File: src/rtl/wdt_pkg.sv
package wdt_pkg;
  typedef struct packed {
    logic wipe;    // overflow: return datapath to reset state
    logic reload;  // service: load counter from staged reload byte
    logic run;     // timer enabled
  } wdtCtrl_t;
endpackage

File: src/rtl/wdt_datapath.sv
module wdt_datapath #(
  parameter int CNT_W    = 16,
  parameter int REL_W    = 8,
  parameter int FAST_DIV = 2,
  parameter int SLOW_DIV = 128
) (
  input  logic              clk,
  input  logic              rstN,
  input  wdt_pkg::wdtCtrl_t ctrl,
  input  logic              cfgWr,
  input  logic [REL_W-1:0]  cfgReload,
  input  logic              cfgSlow,
  output logic              tickHit,
  output logic              atMax,
  output logic [CNT_W-1:0]  count
);
  localparam int LOW_W = CNT_W - REL_W;
  localparam int PRE_W = (SLOW_DIV > FAST_DIV) ? $clog2(SLOW_DIV) : $clog2(FAST_DIV);
  localparam logic [PRE_W-1:0] FAST_END = PRE_W'(FAST_DIV - 1);
  localparam logic [PRE_W-1:0] SLOW_END = PRE_W'(SLOW_DIV - 1);

  logic [CNT_W-1:0] cnt;
  logic [PRE_W-1:0] pre;
  logic [REL_W-1:0] relPend;
  logic             slowPend;
  logic             slowAct;
  logic [PRE_W-1:0] preEnd;

  assign preEnd  = slowAct ? SLOW_END : FAST_END;
  assign tickHit = (pre == preEnd);
  assign atMax   = &cnt;
  assign count   = cnt;

  // staged configuration, taken over only on service
  always_ff @(posedge clk or negedge rstN) begin
    if (!rstN) begin
      relPend  <= '0;
      slowPend <= 1'b0;
    end else if (ctrl.wipe) begin
      relPend  <= '0;
      slowPend <= 1'b0;
    end else if (cfgWr) begin
      relPend  <= cfgReload;
      slowPend <= cfgSlow;
    end
  end

  // prescaler and main counter
  always_ff @(posedge clk or negedge rstN) begin
    if (!rstN) begin
      cnt     <= '0;
      pre     <= '0;
      slowAct <= 1'b0;
    end else if (ctrl.wipe) begin
      cnt     <= '0;
      pre     <= '0;
      slowAct <= 1'b0;
    end else if (ctrl.reload) begin
      cnt     <= {relPend, {LOW_W{1'b0}}};
      pre     <= '0;
      slowAct <= slowPend;
    end else if (ctrl.run) begin
      if (tickHit) begin
        pre <= '0;
        cnt <= cnt + CNT_W'(1);
      end else begin
        pre <= pre + PRE_W'(1);
      end
    end
  end
endmodule

File: src/rtl/wdt_control.sv
module wdt_control (
  input  logic               clk,
  input  logic               rstN,
  input  logic               serviceStb,
  input  logic               disableStb,
  input  logic               initDoneStb,
  input  logic               flagClr,
  input  logic               tickHit,
  input  logic               atMax,
  output wdt_pkg::wdtCtrl_t  ctrl,
  output logic               resetReq,
  output logic               resetOutN,
  output logic               wdtRstFlag
);
  logic enabled;
  logic initDone;
  logic overflow;

  assign overflow    = enabled & tickHit & atMax;
  assign ctrl.wipe   = overflow;
  assign ctrl.reload = serviceStb & ~overflow;
  assign ctrl.run    = enabled;

  always_ff @(posedge clk or negedge rstN) begin
    if (!rstN) begin
      enabled    <= 1'b1;
      initDone   <= 1'b0;
      resetReq   <= 1'b0;
      resetOutN  <= 1'b0;
      wdtRstFlag <= 1'b0;
    end else begin
      resetReq <= overflow;
      if (overflow) begin
        enabled    <= 1'b1;
        initDone   <= 1'b0;
        resetOutN  <= 1'b0;
        wdtRstFlag <= 1'b1;
      end else begin
        if (disableStb && !initDone) enabled <= 1'b0;
        if (initDoneStb) begin
          initDone  <= 1'b1;
          resetOutN <= 1'b1;
        end
        if (flagClr) wdtRstFlag <= 1'b0;
      end
    end
  end
endmodule

File: src/rtl/init_window_watchdog.sv
module init_window_watchdog #(
  parameter int CNT_W    = 16,
  parameter int REL_W    = 8,
  parameter int FAST_DIV = 2,
  parameter int SLOW_DIV = 128
) (
  input  logic             clk,
  input  logic             rstN,
  input  logic             serviceStb,
  input  logic             disableStb,
  input  logic             initDoneStb,
  input  logic             cfgWr,
  input  logic [REL_W-1:0] cfgReload,
  input  logic             cfgSlow,
  input  logic             flagClr,
  output logic             resetReq,
  output logic             resetOutN,
  output logic             wdtRstFlag,
  output logic [CNT_W-1:0] wdtCount
);
  wdt_pkg::wdtCtrl_t ctrl;
  logic tickHit;
  logic atMax;

  wdt_control u_ctrl (
    .clk(clk), .rstN(rstN), .serviceStb(serviceStb), .disableStb(disableStb),
    .initDoneStb(initDoneStb), .flagClr(flagClr), .tickHit(tickHit), .atMax(atMax),
    .ctrl(ctrl), .resetReq(resetReq), .resetOutN(resetOutN), .wdtRstFlag(wdtRstFlag)
  );

  wdt_datapath #(.CNT_W(CNT_W), .REL_W(REL_W), .FAST_DIV(FAST_DIV), .SLOW_DIV(SLOW_DIV)) u_dp (
    .clk(clk), .rstN(rstN), .ctrl(ctrl), .cfgWr(cfgWr), .cfgReload(cfgReload),
    .cfgSlow(cfgSlow), .tickHit(tickHit), .atMax(atMax), .count(wdtCount)
  );
endmodule

File: config.mk
export PLATFORM = sky130hd
export DESIGN_NAME = init_window_watchdog
export DESIGN_NICKNAME = d
export VERILOG_FILES = /design/src/rtl/wdt_pkg.sv /design/src/rtl/wdt_datapath.sv /design/src/rtl/wdt_control.sv /design/src/rtl/init_window_watchdog.sv
export SDC_FILE = /design/constraint.sdc
export NUM_CORES = 1
export LEC_CHECK = 0
export BUFFER_PORTS_ARGS = -buffer_cell sky130_fd_sc_hd__clkbuf_2
export CAP_MARGIN = 20
export CORE_ASPECT_RATIO = 1.5
export CORE_UTILIZATION = 40
export DETAILED_ROUTE_END_ITERATION = 8
export PLACE_DENSITY_LB_ADDON = 0.25
export SLEW_MARGIN = 20
export SYNTH_ARGS = -nofsm -noshare
export SYNTH_HDL_FRONTEND = slang
export SYNTH_HIERARCHICAL = 1
export SYNTH_SLANG_ARGS = --single-unit
export TNS_END_PERCENT = 30
File: constraint.sdc
create_clock -name clk -period 7.1 [get_ports clk]
set_clock_uncertainty 0.05 [all_clocks]
set_input_delay 0.355 -clock clk [delete_from_list [all_inputs] [get_ports clk]]
set_output_delay 0.355 -clock clk [all_outputs]
set_load 0.02 [all_outputs]
==> impl_results.md <==
* Result of the run: finished clean
* Antenna cells at 0
* Critical path launch point: u_dp/count[1]$_DFFE_PN0P_
* Vias at 1562
* Part of the power in registers at 54.2%
* Leading cell types in the layout, fill and taps excluded: 36 x dfrtp_1, 34 x clkbuf_2, 22 x nor2_1
* Seq/Total Area, Yosys at 48.3%
* Syn_nets at 214
* WP data arrival at 3090 ps
* Max Slew Vio Count at 0
* Comb pwr share at 11.7%
* CTS sink count at 37
* Synthesis Warnings at 6
* XOR/XNOR Fraction of Synth Area at 2.74%
* Post-route cell area at 2210 um^2
* Min Tclk post-route at 2960 ps
* Post-CTS sizing at 0
* Vias in the first global route at 1576
* CP endpoint kind: register
* Crit-path max FO at 20
* Routed Antenna Nets at 0
* Routed len/inst at 14.3 um
* DRC errors left at 0
* Flop2flop setup slack at 4140 ps
* Setup crit start kind: register
* Worst EP required at 7230 ps
* CTS max path bufs at 2
* Post-synthesis simple-gate area fraction at 22.5%
* F_max at 0.338 GHz
* GRT Total Usage at 18.6%
* Internal power at 324 uW
* Layout Nets at 243
* Remaining Overflow, GRT at 0
* Terminus of the critical flop-to-flop path: u_dp/count[9]$_DFFE_PN0P_
* Placed Area at 2120 um^2
* R2r startpoint: u_dp/count[1]$_DFFE_PN0P_
* Clk_lat worst skew at 290 ps
* Die width at 58.5 um
* Worst setup path endpoint: u_dp/count[9]$_DFFE_PN0P_
* Combinational family with the most area after synthesis: simple AND/OR/NAND/NOR gates
* Number of DRC markers in iteration 0 at 64
* Antenna violations before repair at 0
* VDD IR max at 88.7 uV
* Routability cong. at 0.814
* Relative slew slack at 29.5%
* Postcts setup bufs at 0
* Worst Reg-to-Reg Cells at 10
* Mux cell area share after synthesis at 5.74%
* H-tree depth at 2
* Row Count at 30
* RSZ-0062 raised after global routing: no
* Vias per std cell at 5.39
* Mapped Cells at 196
* Setup Viol. Count Final at 0
* Hpwl dp at 3.02 mm
* Max-cap violations at 0
* HP Class: input port to async pin
* Synthesized area per cell at 9.79 um^2
* Die span in y at 86.8 um
* TNS Setup at 0 ps
* Distinct cell type count after synthesis at 42
* Num CTS Buffers at 5
* Share of layout cells above drive strength 1 at 20.8%
* Core ar. at 4580 um^2
* Largest net degree at the start of global routing at 38
* First-pass GRT wire length at 7.18 mm
* I/O pin cnt at 35
* Worst-Margin Slew at 1060 ps
* Power Density at 200 nW/um^2
* Synth Area in Adders at 1.30%
* Synth Area in Compound Gates at 15.1%
* PortBufs at 34
* Fin crit share at 41.7%
* Clock power share at 34.1%
* Switch share at 26.4%
* Net load switching power at 117 uW
* Count of final hold-check violations at 0
* Number of synthesized register bits at 37
* Die area at 5080 um^2
* CTS tree: done
* Clk pin slew, worst setup/hold paths at 70 ps
* Netlist Area Pre-Place at 1920 um^2
* Most common cell after layout, fill and taps aside: dfrtp_1
* 1st-pass router iterations at 4
* P_leak at 0.00100 uW
* Initial Util at 41.9%
* CTS Hold Bufs at 0
* Root Driver: clkbuf_8
* Layout Area Growth over Synthesis at 15.0%
* Final wirelength at 4.15 mm
* Crit Path Class: register to register
per-layer routing:
layer	track usage, %	wire [um]	vias up
met3	2.99	126	7
met4	9.74	80	0
met5	0	0	-
met1	21.6	1760	756
met2	32.3	2180	31
li1	-	-	768
how the worst min path moves through the flow:
| stage | startpoint | to | depth (start not counted) |
|---|---|---|---|
| 3_3_place_gp | disableStb | u_ctrl/enabled$_DFFE_PN1P_ | 2 |
| 3_5_place_dp | disableStb | u_ctrl/enabled$_DFFE_PN1P_ | 2 |
| 4_1_cts | disableStb | u_ctrl/enabled$_DFFE_PN1P_ | 2 |
| 2_1_floorplan | rstN | u_ctrl/initDone$_DFFE_PN0P_ | 0 |
| 6_report | rstN | u_dp/pre[4]$_DFFE_PN0P_ | 1 |
| 5_1_grt | disableStb | u_ctrl/enabled$_DFFE_PN1P_ | 2 |
critical path, stage by stage, from the launching register on:
cell     delay, ps
dfrtp_1        440
ha_1           220
nand3_1        100
or2_0          350
nor3_1         310
nand3_2        140
inv_1          420
nor2b_1        140
nand2_1        120
or4b_1         440
o211a_1        120
per-stage QoR:
stage / power (uW) / util, % / worst slack, ps / cells / hold WS (ps)
2_1_floorplan: 273 / - / 4310 / 196 / 9.41
3_3_place_gp: 293 / 46.2 / 4250 / 282 / 460
3_5_place_dp: 295 / 46.2 / 4170 / 282 / 454
4_1_cts: 448 / 48.2 / 4140 / 290 / 160
5_1_grt: 463 / 48.2 / 3850 / 290 / 154
6_report: 441 / 48.2 / 4140 / 290 / 144
power groups by stage:
stage / clock (uW) / sequential [uW] / combinational (uW)
CTS: 156 / 239 / 52.6
detailed placement: 0 / 243 / 52.2
floorplan: 0 / 244 / 28.5
finish: 150 / 239 / 51.5
global route: 165 / 241 / 57.3
global placement: 0 / 242 / 51.0
cells in the mapped netlist:
library cell | number | area share [%]
o21ai_0 | 8 | 2.1
nor2_1 | 22 | 4.3
nor3_1 | 2 | 0.52
a41oi_1 | 1 | 0.46
dfrtp_1 | 36 | 47
a311oi_1 | 4 | 1.8
or2_2 | 2 | 0.65
and3_1 | 4 | 1.3
o221ai_2 | 1 | 0.78
clkbuf_1 | 9 | 1.8
a31oi_1 | 3 | 0.98
o21a_1 | 1 | 0.39
ha_1 | 2 | 1.3
inv_1 | 8 | 1.6
nand3_1 | 8 | 2.1
or2_0 | 1 | 0.33
buf_4 | 2 | 0.78
nor2b_1 | 1 | 0.33
nand3_2 | 1 | 0.52
dfstp_2 | 1 | 1.4
or4b_1 | 1 | 0.52
a21oi_1 | 7 | 1.8
o221ai_1 | 1 | 0.46
o211ai_1 | 1 | 0.39
or4_1 | 8 | 3.1
nand2b_1 | 1 | 0.33
o211a_1 | 1 | 0.52
o2111ai_1 | 1 | 0.46
nor4_2 | 2 | 1.3
nand2_1 | 13 | 2.5
mux2i_1 | 11 | 5.7
and2_1 | 3 | 0.98
o21bai_1 | 2 | 0.78
o2bb2a_1 | 1 | 0.52
and4_1 | 3 | 1.4
xor2_1 | 5 | 2.3
xnor2_1 | 1 | 0.46
a2bb2oi_1 | 1 | 0.46
nand4_1 | 2 | 0.65
o31ai_1 | 8 | 3.1
or3_1 | 5 | 1.6
buf_1 | 1 | 0.20
sequential cells by signal (all words and copies together), names as in the netlist:
signal,flops
u_dp/count,16
u_dp/slowPend,1
u_dp/slowAct,1
u_ctrl/initDone,1
u_ctrl/resetReq,1
u_ctrl/wdtRstFlag,1
u_ctrl/enabled,1
u_dp/relPend,8
u_dp/pre,7
cells by family after synthesis:
group | count (synthesis)
flops | 37
fa+ha+maj | 2
xor+xnor | 6
compound gates | 41
mux | 11
simple gates | 79
buf+inv | 20
layout make-up:
cell class | instances | area, um^2
clock buffers | 8 | 90.1
fillers | 479 | 2370
inverters | 8 | 30.0
multi-input cells | 139 | 908
flip-flops and latches | 37 | 927
well taps | 64 | 80.1
repair buffers | 34 | 170
No activity file was read; power rests on OpenSTA's default activity.
